### config.mk
export PLATFORM = sky130hd
export DESIGN_NAME = lcd_scan_ctrl
export DESIGN_NICKNAME = d
export VERILOG_FILES = /design/src/rtl/lcd_scan_pkg.sv /design/src/rtl/lcd_row_timer.sv /design/src/rtl/lcd_fetch.sv /design/src/rtl/lcd_row_seq.sv /design/src/rtl/lcd_scan_ctrl.sv
export SDC_FILE = /design/constraint.sdc
export NUM_CORES = 1
export LEC_CHECK = 0
export BUFFER_PORTS_ARGS = -buffer_cell sky130_fd_sc_hd__buf_4
export CAP_MARGIN = 20
export CORE_ASPECT_RATIO = 0.6
export CORE_MARGIN = 4
export CORE_UTILIZATION = 47
export CTS_CLUSTER_DIAMETER = 50
export DETAILED_ROUTE_END_ITERATION = 10
export PLACE_DENSITY = 0.71
export SETUP_SLACK_MARGIN = 0.1
export SLEW_MARGIN = 20
export SYNTH_ARGS = -nofsm -noshare
export SYNTH_HDL_FRONTEND = slang
export SYNTH_HIERARCHICAL = 1
export SYNTH_SLANG_ARGS = --single-unit
export TNS_END_PERCENT = 100
### constraint.sdc
create_clock -name clk -period 3 [get_ports clk]
set_input_delay 0.15 -clock clk [delete_from_list [all_inputs] [get_ports clk]]
set_output_delay 0.15 -clock clk [all_outputs]
set_load 0.005 [all_outputs]
### src/rtl/lcd_scan_pkg.sv
// Shared definitions for the LCD scan controller.
// Assumes: the RAM word width is 8 bits and the panel has at most 16 commons.
package lcd_scan_pkg;
    typedef enum logic [1:0] {
        PWR_RUN  = 2'd0,
        PWR_IDLE = 2'd1,
        PWR_STOP = 2'd2
    } pwr_mode_e;

    localparam int unsigned WORD_W = 8;
    localparam int unsigned ROW_W  = 4;
endpackage

### src/rtl/lcd_row_timer.sv
// Row period counter: counts one row period of BASE_DIV << shift cycles and
// pulses row_tick in the last cycle of each period.
// Assumes: the counter is held at 0 while the scan is stopped.
module lcd_row_timer #(
    parameter int unsigned BASE_DIV = 12,
    parameter int unsigned SHIFT_W  = 3,
    parameter int unsigned CNT_W    = $clog2((BASE_DIV << ((1 << SHIFT_W) - 1)) + 1)
) (
    input  logic               clk,
    input  logic               rst_n,
    input  logic               run,
    input  logic [SHIFT_W-1:0] shift,
    output logic [CNT_W-1:0]   pcnt,
    output logic               row_tick
);
    logic [CNT_W-1:0] period;

    // Period length for the selected rate.
    always_comb period = CNT_W'(BASE_DIV) << shift;

    assign row_tick = run && (pcnt >= period - CNT_W'(1));

    // Advance the period counter, restart at each boundary or when stopped.
    always_ff @(posedge clk) begin
        if (!rst_n || !run || row_tick) pcnt <= '0;
        else                            pcnt <= pcnt + CNT_W'(1);
    end


    tick_restart_chk: assert property (@(posedge clk) disable iff (!rst_n)
        row_tick |=> (pcnt == '0));
endmodule

### src/rtl/lcd_fetch.sv
// Row fetcher: during the first WORDS cycles of each row period it reads the
// words of the row to show next and stores them in a shadow buffer.
// Assumes: the RAM returns data one cycle after the read strobe, and the
// period is at least WORDS+2 cycles long.
module lcd_fetch
    import lcd_scan_pkg::*;
#(
    parameter int unsigned WORDS  = 10,
    parameter int unsigned CNT_W  = 11,
    localparam int unsigned WIDX_W = $clog2(WORDS),
    localparam int unsigned SEGS   = WORDS * WORD_W
) (
    input  logic                    clk,
    input  logic                    rst_n,
    input  logic                    run,
    input  logic [CNT_W-1:0]        pcnt,
    input  logic [ROW_W-1:0]        fetch_row,
    input  logic [WORD_W-1:0]       ram_rdata,
    output logic                    ram_rd,
    output logic [ROW_W+WIDX_W-1:0] ram_addr,
    output logic [SEGS-1:0]         shadow
);
    logic              cap_v;
    logic [WIDX_W-1:0] cap_w;

    assign ram_rd   = run && (pcnt < CNT_W'(WORDS));
    assign ram_addr = {fetch_row, pcnt[WIDX_W-1:0]};

    // Remember which word returns on the next cycle.
    always_ff @(posedge clk) begin
        if (!rst_n) begin
            cap_v <= 1'b0;
            cap_w <= '0;
        end else begin
            cap_v <= ram_rd;
            cap_w <= pcnt[WIDX_W-1:0];
        end
    end

    for (genvar g = 0; g < WORDS; g++) begin : g_word
        // Store the returned word into its slot of the shadow buffer.
        always_ff @(posedge clk) begin
            if (!rst_n)                                  shadow[g*WORD_W +: WORD_W] <= '0;
            else if (cap_v && cap_w == WIDX_W'(g))       shadow[g*WORD_W +: WORD_W] <= ram_rdata;
        end
    end


    fetch_word_chk: assert property (@(posedge clk) disable iff (!rst_n)
        ram_rd |-> (ram_addr[WIDX_W-1:0] < WIDX_W'(WORDS)));

    fetch_gate_chk: assert property (@(posedge clk) disable iff (!rst_n)
        !run |-> !ram_rd);
endmodule

### src/rtl/lcd_row_seq.sv
// Row sequencer: at each boundary presents the shadow row (masked to the
// active groups), selects its common line, advances the row index with the
// selected duty and flips polarity when a frame wraps.
// Assumes: row_tick only pulses while run is high.
module lcd_row_seq
    import lcd_scan_pkg::*;
#(
    parameter int unsigned WORDS = 10,
    parameter int unsigned COMS  = 16,
    localparam int unsigned SEGS  = WORDS * WORD_W,
    localparam int unsigned GRP_W = $clog2(WORDS + 1)
) (
    input  logic             clk,
    input  logic             rst_n,
    input  logic             run,
    input  logic             row_tick,
    input  logic             duty16,
    input  logic [3:0]       grp_field,
    input  logic [SEGS-1:0]  shadow,
    output logic [ROW_W-1:0] next_row,
    output logic [COMS-1:0]  com_sel,
    output logic [SEGS-1:0]  seg_out,
    output logic             frame_pol
);
    logic [GRP_W-1:0] groups;
    logic [SEGS-1:0]  mask;
    logic [ROW_W-1:0] last_row;
    logic             shown;

    // Number of active groups; zero or out of range means all of them.
    always_comb begin
        if (grp_field == 4'd0 || 32'(grp_field) > WORDS) groups = GRP_W'(WORDS);
        else                                             groups = GRP_W'(grp_field);
    end

    for (genvar g = 0; g < WORDS; g++) begin : g_mask
        assign mask[g*WORD_W +: WORD_W] = {WORD_W{GRP_W'(g) < groups}};
    end

    // Last row index for the chosen duty.
    always_comb last_row = duty16 ? ROW_W'(COMS - 1) : ROW_W'(COMS / 2 - 1);

    // Present the fetched row at each boundary; blank everything when stopped.
    always_ff @(posedge clk) begin
        if (!rst_n || !run) begin
            next_row  <= '0;
            com_sel   <= '0;
            seg_out   <= '0;
            frame_pol <= 1'b0;
            shown     <= 1'b0;
        end else if (row_tick) begin
            com_sel   <= COMS'(1) << next_row;
            seg_out   <= shadow & mask;
            next_row  <= (next_row >= last_row) ? '0 : next_row + ROW_W'(1);
            frame_pol <= frame_pol ^ (shown && next_row == '0);
            shown     <= 1'b1;
        end
    end


    com_onehot_chk: assert property (@(posedge clk) disable iff (!rst_n)
        $onehot0(com_sel));

    seg_hold_chk: assert property (@(posedge clk) disable iff (!rst_n)
        (run && !row_tick) |=> $stable(seg_out));

    pol_hold_chk: assert property (@(posedge clk) disable iff (!rst_n)
        (run && !row_tick) |=> $stable(frame_pol));

    row_range_chk: assert property (@(posedge clk) disable iff (!rst_n)
        (run && !duty16 && $stable(duty16)) |=> (next_row < ROW_W'(COMS / 2)));
endmodule

### src/rtl/lcd_scan_ctrl.sv
// Top of the LCD scan controller: decodes mode and control words, decides
// from clock source and power mode whether the scan runs, and ties the row
// timer, the RAM fetcher and the row sequencer together.
// Assumes: BASE_DIV >= WORDS + 2 so a row is fetched before it is shown.
module lcd_scan_ctrl
    import lcd_scan_pkg::*;
#(
    parameter int unsigned BASE_DIV = 12,
    parameter int unsigned WORDS    = 10,
    parameter int unsigned COMS     = 16,
    localparam int unsigned SEGS    = WORDS * WORD_W,
    localparam int unsigned WIDX_W  = $clog2(WORDS),
    localparam int unsigned CNT_W   = $clog2((BASE_DIV << 7) + 1)
) (
    input  logic                    clk,
    input  logic                    rst_n,
    input  logic [7:0]              mode_word,
    input  logic [3:0]              ctrl_word,
    input  logic                    sub_clk_sel,
    input  logic [1:0]              pwr_mode,
    input  logic [WORD_W-1:0]       ram_rdata,
    output logic                    ram_rd,
    output logic [ROW_W+WIDX_W-1:0] ram_addr,
    output logic [COMS-1:0]         com_sel,
    output logic [SEGS-1:0]         seg_out,
    output logic                    frame_pol,
    output logic                    bias_en
);
    logic             run;
    logic             row_tick;
    logic [CNT_W-1:0] pcnt;
    logic [ROW_W-1:0] next_row;
    logic [SEGS-1:0]  shadow;

    // Scan runs when enabled and not stopped on the main clock.
    always_comb run = ctrl_word[0] && !(pwr_mode == PWR_STOP && !sub_clk_sel);

    // Resistor current follows the control bit only while scanning.
    always_ff @(posedge clk) begin
        if (!rst_n) bias_en <= 1'b0;
        else        bias_en <= run && ctrl_word[1];
    end

    lcd_row_timer #(.BASE_DIV(BASE_DIV), .SHIFT_W(3), .CNT_W(CNT_W)) u_timer (
        .clk      (clk),
        .rst_n    (rst_n),
        .run      (run),
        .shift    ({mode_word[7], mode_word[1:0]}),
        .pcnt     (pcnt),
        .row_tick (row_tick)
    );

    lcd_fetch #(.WORDS(WORDS), .CNT_W(CNT_W)) u_fetch (
        .clk       (clk),
        .rst_n     (rst_n),
        .run       (run),
        .pcnt      (pcnt),
        .fetch_row (next_row),
        .ram_rdata (ram_rdata),
        .ram_rd    (ram_rd),
        .ram_addr  (ram_addr),
        .shadow    (shadow)
    );

    lcd_row_seq #(.WORDS(WORDS), .COMS(COMS)) u_seq (
        .clk       (clk),
        .rst_n     (rst_n),
        .run       (run),
        .row_tick  (row_tick),
        .duty16    (mode_word[2]),
        .grp_field (mode_word[6:3]),
        .shadow    (shadow),
        .next_row  (next_row),
        .com_sel   (com_sel),
        .seg_out   (seg_out),
        .frame_pol (frame_pol)
    );


    off_blank_chk: assert property (@(posedge clk) disable iff (!rst_n)
        !ctrl_word[0] |=> (com_sel == '0 && seg_out == '0 && !frame_pol));

    stop_main_chk: assert property (@(posedge clk) disable iff (!rst_n)
        (pwr_mode == PWR_STOP && !sub_clk_sel) |=> (com_sel == '0 && !bias_en));
endmodule

==> results of run 1 <==
cells in the final DEF (no fill, tap or decap), types with 12 or more instances in the layout:
master | netlist | final
nand2_1 | 150 | 149
ha_1 | 23 | 23
nand3_1 | 79 | 79
nor2_1 | 35 | 35
buf_4 | 12 | 155
o21ai_0 | 27 | 27
dfxtp_1 | 199 | 199
clkbuf_16 | 0 | 17
inv_1 | 13 | 12
mux2i_1 | 97 | 97
a21oi_1 | 47 | 47
o211ai_1 | 24 | 24
worst register-to-register path, stage by stage, from the launching register on:
cell and delay, ns:
dfxtp_1 0.49, ha_1 0.32, nor2_1 0.06, a2111o_1 0.42, o2111ai_2 0.11, and2_4 0.23, buf_4 0.13, nor2b_1 0.12
buf_4 0.16, nand3_1 0.08, a31oi_1 0.18
routing by layer:
layer  routed length, um  share of wire  GRT usage
met5                   0              0          0
met4                 205         0.0098    0.05019
met3                1349          0.065    0.04880
met2                8588           0.41     0.3105
met1               10700           0.51     0.3233
worst max-delay path by stage:
stage,start,endpoint,slack [ns],cells after the start
6_report,mode_word[1],u_seq/next_row[3],0.38,18
2_1_floorplan,mode_word[1],u_seq/seg_out[22],0.11,17
4_1_cts,mode_word[1],u_seq/frame_pol,0.33,16
3_3_place_gp,mode_word[1],u_seq/next_row[3],-0.04,18
5_1_grt,mode_word[1],u_seq/next_row[3],0.12,18
3_5_place_dp,mode_word[1],u_seq/frame_pol,-0.11,16
flip-flops by register name (all words and copies together) (netlist names):
signal           cells
u_fetch/cap_w        4
u_seq/next_row       4
u_timer/pcnt        11
u_seq/frame_pol      1
u_seq/seg_out       80
u_seq/shown          1
u_seq/com_sel       16
bias_en              1
u_fetch/shadow      80
u_fetch/cap_v        1
power groups by stage:
stage | sequential [W] | combinational [W] | clock, W
6_report | 0.00266 | 0.000249 | 0.00225
5_1_grt | 0.00266 | 0.000272 | 0.00240
4_1_cts | 0.00266 | 0.000247 | 0.00229
3_5_place_dp | 0.00272 | 0.000244 | 0
3_3_place_gp | 0.00272 | 0.000240 | 0
2_1_floorplan | 0.00272 | 0.000148 | 0
cell families (layout without fill, tap and decap cells):
group / count (synthesis) / in the layout
AO/OA/AOI/OAI: 130 / 130
AND/OR/NAND/NOR: 328 / 328
flip-flops: 199 / 199
multiplexers: 97 / 97
XOR/XNOR: 12 / 12
adder cells (fa/ha/maj): 23 / 23
buffers and inverters: 79 / 208
metrics by stage:
stage | instances | util | setup TNS [ns] | setup slack [ns] | hold slack (ns)
4_1_cts | 1225 | 0.6000 | 0 | 0.3296 | 0.1259
3_3_place_gp | 1190 | 0.5633 | -0.1766 | -0.04274 | 0.3891
6_report | 1225 | 0.6006 | 0 | 0.3824 | 0.1409
3_5_place_dp | 1190 | 0.5633 | -4.676 | -0.1121 | 0.3960
2_1_floorplan | 868 | - | 0 | 0.1084 | 0.2759
5_1_grt | 1225 | 0.6006 | 0 | 0.1171 | 0.1446
cell type report:
class | count | area, sq um | area share
sequential | 199 | 3984 | 0.3990
multi-input combinational | 590 | 3792 | 0.3799
clock inverter | 13 | 136.4 | 0.01366
tap | 228 | 285.3 | 0.02858
timing repair buffer | 163 | 1294 | 0.1296
inverter | 13 | 48.80 | 0.004888
clock buffer | 19 | 442.9 | 0.04437
timing repair:
action                                  4_1_cts  5_1_grt
hold buffers                                  3        0
endpoints found under the setup margin        0       13
gates resized for setup                       0        3
hold endpoints to repair                      1        0
==> metrics, run 1 <==
critical path startpoint category=input pin; Synth top cells by count=dfxtp_1 (199), nand2_1 (150), mux2i_1 (97); top-count cell post-synth=dfxtp_1; overall power=roughly 0.0052 W; Synth top area share=0.4893; Switching Fraction=0.2390; post-synthesis adder-cell area fraction=0.03535; RSZ-0062 raised after global routing=no; VDD IR max=279.3 uV; Antenna Cells=0; Pre-antenna DRT Iters=5; Netlist cell types=55; RD Place Congestion=0.8776; sequential area share after synthesis=0.4893; post-route cell area=0.009983 sq mm; Post-synth EDFFs=0; setup slack, reg-to-reg=approximately 0.64 ns; largest delay contributor family on the critical path=compound AO/OA/AOI/OAI gates; CP max FO=6; Mapped Area=between 0.008 and 0.009 sq mm; post-route ant nets=0; P&R area growth vs syn=22.62%; global-route wire length before repair=around 33,000 um; status=finished clean; H-tree levels=4; Hold EP=u_timer/pcnt[1]; critical setup path kind=in2reg; area leader, netlist=dfxtp_1; Ys Warns=6; Slew HR=0.3776; Die X=approximately 180 um; row count=36; Mapped Nets=916; CTS max path bufs=2; Sw Pwr=~0.0012 W; Max Fclk=roughly 380 MHz; ys async rst share=0; hold path depth=3; fillers=roughly 1,500; simple-gate share of the synthesized area=0.1949; Hold Crit Start=rst_n; CTS sink count=between 150 and 200; Min-Delay Path Class=in2reg; CP peak stage delay=0.33 ns; Clock Power Share=0.436; Top Ports=132; Clock Pin Slew Worst Setup and Hold Paths=around 0.080 ns; P per Cell Area=slightly above 500 mW/mm^2; Max Slew Vio Count=0; post-DR wirelength/cell=between 15 and 20 um; worst path arrival time=~3 ns; slowest library cell on the worst path=ha_1; final worst-path cycle share=0.8725; FF-to-FF path depth=10; DP HPWL=14,110 um; CP required=between 3 and 4 ns; Residual DRC=0; Pleak=around 4.0 nW; Die Ht=roughly 110 um; largest family of logic cells by synthesized area=simple AND/OR/NAND/NOR gates; clk_skew=0.01342 ns; # setup viols final=0; setup bufs post-CTS=0; final wirelength=about 21,000 um; critical path capture point type=flip-flop; Via density=between 5 and 6; internal power=around 0.004 W; Synth Area in Compound Gates=0.1000; initial antenna violation count=0; pin count of the biggest net entering global routing=66; gr usage total=0.2145; commonest register cell after synthesis=dfxtp_1; CTS tree=yes; Synth Register Bits=199; Die Area=between 0.015 and 0.02 sq mm; Num CTS Buffers=17; share of layout cells above drive strength 1=0.2247; mux share of post-synthesis cell area=0.1193; top post-synthesis cells by area=dfxtp_1 (49%), mux2i_1 (12%), nand2_1 (6.9%), nand3_1 (4.9%), ha_1 (3.5%); total of max-cap violations=0; number of global-route vias before repair=roughly 6,300; Fin. Hold Viols=0; Worst R2R End=u_seq/next_row[3]; Clock Latency Late Sink=~0.43 ns; RR Startpoint=u_timer/pcnt[0]; worst path bufs/invs=4; DR vias=6,534; XOR/XNOR share of the synthesized area=0.01383; Initial Utilization=0.4898; core box area=around 0.017 sq mm; Post-Syn Area per Cell=approximately 9.4 sq um; 1st-iter DRT viols=roughly 450; measured slew at the worst slew-check pin=0.9264 ns; clock root cell=clkbuf_16; PortBufs=about 130; dpl cell area=around 0.0094 sq mm; min cycle time layout=between 2 and 3 ns; Gate power share=0.048; cell breakdown of the critical path=buf_4, inv_1, ha_1, nand2_1, ha_1, a21oi_1, o21a_1, a31oi_1, ha_1, nand4_1, a2111o_1, o2111ai_2, and2_4, buf_4, nor2b_1, buf_4, nand3_1, a31oi_1; Syn Inst Count=between 800 and 900; # nets final=1,032; GRT Residual Overflow=0; share of power burned in registers=0.515
Note: power is estimated with default switching activity, not from simulation.
==> run 2, diff against run 1 <==
--- a/config.mk
+++ b/config.mk
@@ -17,6 +17,5 @@
 export SLEW_MARGIN = 20
 export SYNTH_ARGS = -nofsm -noshare
 export SYNTH_HDL_FRONTEND = slang
-export SYNTH_HIERARCHICAL = 1
 export SYNTH_SLANG_ARGS = --single-unit
 export TNS_END_PERCENT = 100
==> run 2 against run 1 <==
Effect of this change:
- global-route usage is 0.49 points lower
- largest cell class is now multi-input combinational cells
- via count rose by 5.4%
- synthesized cell count up 4.8%
- area after synthesis up 3.8%
- final cell count up 0.82%
- core utilization is 1.8 points lower
- first-iteration DRC count increased by 39%
- setup slack better by 0.045 ns
- highest routed layer unchanged
- power up 1.0%
- wire length is 3.6% higher
==> metrics, run 2 <==
status=finished clean; Switching Fraction=0.2415; Syn Inst Count=910; Gate power share=0.049; Pre-antenna DRT Iters=5; share of power burned in registers=0.510; internal power=a little under 0.004 W; CP required=3.35 ns; area leader, netlist=dfxtp_1; Slew HR=0.4768; RSZ-0062 raised after global routing=no; top post-synthesis cells by area=dfxtp_1 (47%), mux2i_1 (9.5%), nand4_1 (8.0%), nor2b_1 (6.1%), o21ai_0 (6.0%); Clock Pin Slew Worst Setup and Hold Paths=~0.080 ns; Top Ports=132; critical setup path kind=in2reg; top-count cell post-synth=dfxtp_1; post-route ant nets=0; fillers=~1,600; CP max FO=48; Min-Delay Path Class=in2reg; commonest non-fill, non-tap cell in the layout=dfxtp_1; sequential area share after synthesis=0.4716; P per Cell Area=515.7 mW/mm^2; global-route wire length before repair=between 30,000 and 40,000 um; # nets final=1,036; core box area=~0.017 sq mm; top flop regs=u_fetch.shadow (80), u_seq.seg_out (80), u_seq.com_sel (16); worst path arrival time=about 3 ns; min cycle time layout=between 2 and 3 ns; Die Area=a little over 0.02 sq mm; critical path capture point type=flip-flop; Post-Syn Area per Cell=slightly above 9 sq um; Post-CTS Resized=0; final worst-path cycle share=0.8575; clock root cell=clkbuf_16; Die X=181.1 um; ys async rst share=0; critical path startpoint category=input pin; VDD IR max=about 400 uV; RR Startpoint=u_timer.pcnt[2]; Clock Latency Late Sink=0.43 ns; share of layout cells above drive strength 1=0.1918; Max Fclk=about 390 MHz; Synth top area share=0.4716; post-DR wirelength/cell=~17 um; 1st-iter DRT viols=between 600 and 700; Ys Warns=0; most frequent cells in the layout=dfxtp_1 (199), buf_4 (141), nand4_1 (108); CTS max path bufs=2; Post-synth EDFFs=0; pin count of the biggest net entering global routing=86; FF-to-FF path depth=7; Synth Register Bits=199; measured slew at the worst slew-check pin=between 0.7 and 0.8 ns; setup slack, reg-to-reg=0.54 ns; Clock Power Share=0.442; initial antenna violation count=0; setup TNS=0 ns; Fin. Hold Viols=0; RD Place Congestion=slightly above 0.8; Worst R2R End=u_timer.pcnt[10]; Pleak=approximately 3.9 nW; total of max-cap violations=0; overall power=approximately 0.0052 W; Final Core Density=0.5825; P&R area growth vs syn=19.70%; number of global-route vias before repair=~6,400; final wirelength=approximately 22,000 um; Hold Buf Count CTS=1; clk_skew=between 0.01 and 0.015 ns; GR Layer Usage met2=0.2926; Hold EP=u_fetch.shadow[67]; commonest register cell after synthesis=dfxtp_1; Num CTS Buffers=17; Residual DRC=0; CTS tree=yes; CTS sink count=slightly below 200; Hold Crit Start=ram_rdata[3]; Max Slew Vio Count=0; H-tree levels=4; Die Ht=around 110 um; GRT Residual Overflow=0; # setup viols final=0; Antenna Cells=0; met1 usage=0.3289; met3 usage=0.05420; DR vias=6,890; Netlist cell types=47; Mapped Area=about 0.0084 sq mm; setup bufs post-CTS=0; Via density=between 5 and 6; Sw Pwr=between 0.001 and 0.0015 W; hold slack=between 0.1 and 0.15 ns; row count=37; DP HPWL=approximately 14,000 um; hold path depth=3; gr usage total=0.2096; busiest grt layer=met1; Initial Utilization=0.4866; Mapped Nets=958; PortBufs=around 130; Synth top cells by count=dfxtp_1 (199), nand4_1 (108), o21ai_0 (102)
==> run 2: cell count changes in the layout (fill, tap and decap cells not counted), sizes merged, moves of 5 or more <==
cell	before	now
xnor2	9	3
o211ai	25	0
o21ai	36	106
a22oi	5	0
nand3	79	91
nor3	16	2
buf	160	147
nor2b	3	82
nand4	6	108
xor2	3	8
a21oi	47	8
nor2	39	22
nand2	152	30
mux2i	97	80
==> run 2: routing by layer <==
| metal | vias to the layer above | part of all wire | routed length [um] |
|---|---|---|---|
| met5 | - | 0 | 0 |
| met4 | 0 | 0.0069 | 149 |
| met3 | 15 | 0.054 | 1167 |
| met2 | 175 | 0.42 | 9145 |
| met1 | 3284 | 0.52 | 11140 |
| li1 | 3416 | - | - |
==> run 2: through the flow <==
| stage | cell area (sq um) | instances | worst slack, ns |
|---|---|---|---|
| after global placement | 9507 | 1202 | 0.03889 |
| after floorplan | 8448 | 910 | 0.5953 |
| after CTS | 10110 | 1235 | 0.4295 |
| after global routing | 10110 | 1235 | 0.1966 |
| final | 10110 | 1235 | 0.4274 |
| after detailed placement | 9507 | 1202 | 0.007310 |
==> run 2: how the worst max path moves through the flow <==
stage,cells past startpoint,from,end,slack [ns]
global route,14,mode_word[1],u_timer.pcnt[10],0.20
global placement,15,mode_word[1],u_timer.pcnt[10],0.04
floorplan,14,mode_word[1],u_seq.next_row[0],0.60
detailed placement,14,mode_word[1],u_timer.pcnt[10],0.007
CTS,14,mode_word[1],u_timer.pcnt[10],0.43
finish,14,mode_word[1],u_timer.pcnt[10],0.43
==> run 2: kinds of logic after synthesis <==
family                     synth area share
AOI/OAI and AO/OA                   0.08116
adders and majority gates           0.03406
and+or+nand+nor                      0.2518
xor gates and xnor gates            0.01140
muxes                               0.09479
buffers and inverters               0.05524
DFF                                  0.4716
==> run 2: power by group through the flow <==
stage	registers (W)	clock network, W	logic [W]
floorplan	0.00272	0	0.000171
global placement	0.00272	0	0.000247
global route	0.00266	0.00246	0.000278
finish	0.00266	0.00230	0.000254
CTS	0.00266	0.00233	0.000252
detailed placement	0.00272	0	0.000250
==> run 2: area by class of cell <==
type	instances	area (sq um)	area share
multi-input cells	613	4018	0.3973
repair buffers	148	1189	0.1175
clock buffers	19	442.9	0.04380
inverters	9	33.78	0.003341
well taps	234	292.8	0.02895
clock inverters	13	152.6	0.01510
flip-flops and latches	199	3984	0.3940
==> run 2: critical path: stages <==
cell      delay, ns
buf_4          0.12
inv_1          0.08
ha_1           0.34
nand2_1        0.09
ha_1           0.19
o21ai_0        0.08
nand2_1        0.08
a31oi_1        0.19
ha_1           0.29
nand4_1        0.15
o21bai_4       0.18
buf_4          0.49
nand3_2        0.29
a21oi_1        0.18
==> run 3, diff against run 2 <==
--- a/config.mk
+++ b/config.mk
@@ -5,6 +5,7 @@
 export SDC_FILE = /design/constraint.sdc
 export NUM_CORES = 1
 export LEC_CHECK = 0
+export ABC_AREA = 1
 export BUFFER_PORTS_ARGS = -buffer_cell sky130_fd_sc_hd__buf_4
 export CAP_MARGIN = 20
 export CORE_ASPECT_RATIO = 0.6
==> run 3 against run 2 <==
Effect of this change:
- via count up 7.1%
- critical path type unchanged
- first-iteration DRC count decreased by 3.7%
- final cell count up 16%
- final area is 2.8% lower
==> metrics, run 3 <==
Die X=around 180 um; Post-synth EDFFs=0; top-count cell post-synth=nor2_1; Antenna Cells=0; pin count of the biggest net entering global routing=72; H-tree levels=4; setup TNS=0 ns; commonest non-fill, non-tap cell in the layout=nor2_1; clock root cell=clkbuf_16; CTS tree=yes; RSZ-0062 raised after global routing=no; post-DR wirelength/cell=roughly 15 um; Via density=around 5.2; top post-synthesis cells by area=dfxtp_1 (49%), nor2_1 (9.8%), o21ai_0 (8.4%), nand2_1 (6.1%), a21oi_1 (5.4%); CP max FO=24; VDD IR max=about 310 uV; share of layout cells above drive strength 1=0.1522; Residual DRC=0; post-route ant nets=0; Worst R2R End=u_seq.frame_pol; clk_skew=~0.014 ns; status=finished clean; Post-CTS Resized=0; core box area=0.01713 sq mm; # setup viols final=0; Mapped Area=slightly above 0.008 sq mm; fillers=between 1,500 and 2,000; # nets final=approximately 1,200; Syn Inst Count=roughly 1,100; Netlist cell types=31; Ys Warns=0; Num CTS Buffers=17; Hold Buf Count CTS=1; Initial Utilization=0.4792; Fin. Hold Viols=0; Synth top cells by count=nor2_1 (214), dfxtp_1 (199), o21ai_0 (137); top flop regs=u_fetch.shadow (80), u_seq.seg_out (80), u_seq.com_sel (16); PortBufs=about 130; Critical Path End=u_seq.seg_out[70]; worst path arrival time=about 2.7 ns; critical path capture point type=flip-flop; min cycle time layout=2.401 ns; Synth Register Bits=approximately 200; row count=37; Worst setup startpoint=mode_word[1]; initial antenna violation count=0; Pleak=roughly 4.2 nW; 1st-iter DRT viols=about 600; Slew HR=0.3293; Final Core Density=0.5736; DP HPWL=between 10,000 and 15,000 um; Post-Syn Area per Cell=between 7 and 8 sq um; most frequent cells in the layout=nor2_1 (214), dfxtp_1 (199), o21ai_0 (137), buf_4 (137), nand2_1 (133); Die Area=0.01971 sq mm; Synth top area share=0.4854; Top Ports=132; area leader, netlist=dfxtp_1; CTS max path bufs=2; gr usage total=0.2205; Die Ht=between 100 and 150 um; Min-Delay Path Class=in2reg; Mapped Nets=1,137; setup slack, reg-to-reg=1.00 ns; Pre-antenna DRT Iters=5; Clock Latency Late Sink=about 0.43 ns; FF-to-FF path depth=9; DR vias=7,380; measured slew at the worst slew-check pin=about 1 ns; critical path startpoint category=input pin; final wirelength=21,720 um; number of global-route vias before repair=6,741; commonest register cell after synthesis=dfxtp_1; RR Startpoint=u_timer.pcnt[8]; CTS sink count=199; Max Fclk=416.5 MHz; RD Place Congestion=0.8536; setup bufs post-CTS=0; critical setup path kind=in2reg; P per Cell Area=530.3 mW/mm^2; CP required=approximately 3.3 ns; total of max-cap violations=0; final worst-path cycle share=0.8004; global-route wire length before repair=roughly 35,000 um; P&R area growth vs syn=19.70%; ys async rst share=0; Hold Crit Start=ram_rdata[7]; Clock Pin Slew Worst Setup and Hold Paths=0.07 ns; sequential area share after synthesis=0.4854; hold slack=0.1094 ns; GRT Residual Overflow=0; Max Slew Vio Count=0
run 3: changes by cell type after synthesis, moves of 35 or more:
cell,previous run,this run
inv_1,9,92
nand2_1,30,133
nor2b_1,82,0
o21ai_0,102,137
mux2i_1,80,0
a21oi_1,8,89
nand4_1,108,7
nor2_1,19,214
run 3: layout make-up:
class | count | area [sq um] | area share
Sequential cell | 199 | 3984 | 0.4055
Inverter | 94 | 352.8 | 0.03591
Multi-Input combinational cell | 730 | 3492 | 0.3555
Clock inverter | 12 | 141.4 | 0.01439
Tap cell | 234 | 292.8 | 0.02980
Timing Repair Buffer | 142 | 1119 | 0.1139
Clock buffer | 19 | 442.9 | 0.04508
run 3: metrics by stage:
step           area [sq um]  cells  total power, W  setup slack (ns)
2_1_floorplan          8208   1089        0.002879            0.6329
3_3_place_gp           9230   1398        0.002964            0.2791
3_5_place_dp           9230   1398        0.002968            0.1709
4_1_cts                9824   1430        0.005233            0.5981
5_1_grt                9824   1430        0.005374            0.3701
6_report               9824   1430        0.005210            0.5988
run 3: worst max-delay path, cell delays in order:
cell and delay (ns):
buf_4 0.12, inv_1 0.07, ha_1 0.32, nand2_1 0.08, ha_1 0.17, o21ai_0 0.08, nand2_1 0.09, xnor2_1 0.13
ha_1 0.30, nand2_2 0.08, nor2_1 0.17, nand3_1 0.16, nand4_4 0.17, nand2_2 0.12, buf_12 0.18, a21oi_1 0.23
nor2_1 0.07
run 3: cell families (layout without fill, tap and decap cells):
group,after synthesis,after routing,synth area share
xor gates and xnor gates,7,7,0.007470
adders and majority gates,23,23,0.03506
and+or+nand+nor,453,453,0.2284
buffers and inverters,160,267,0.09024
AOI/OAI and AO/OA,247,247,0.1535
DFF,199,199,0.4854
run 3: power by group:
group | total, W | internal, W | switching, W
Sequential | 0.00266 | 0.00265 | 0.00000888
Combinational | 0.000248 | 0.0000686 | 0.000179
Clock | 0.00230 | 0.00126 | 0.00104
run 3: worst min path at each step:
stage	end	cells past startpoint
floorplan	bias_en	2
global placement	bias_en	3
detailed placement	bias_en	3
CTS	u_fetch.shadow[38]	3
global route	u_fetch.shadow[76]	3
finish	u_fetch.shadow[47]	3
run 3: layer usage:
layer	routed length, um	track usage	up-vias	share of wire
met5	0	0	-	0
met4	307	0.05692	0	0.014
met3	1568	0.04260	30	0.072
met2	9030	0.3244	245	0.42
met1	10810	0.3315	3393	0.50
li1	-	-	3712	-
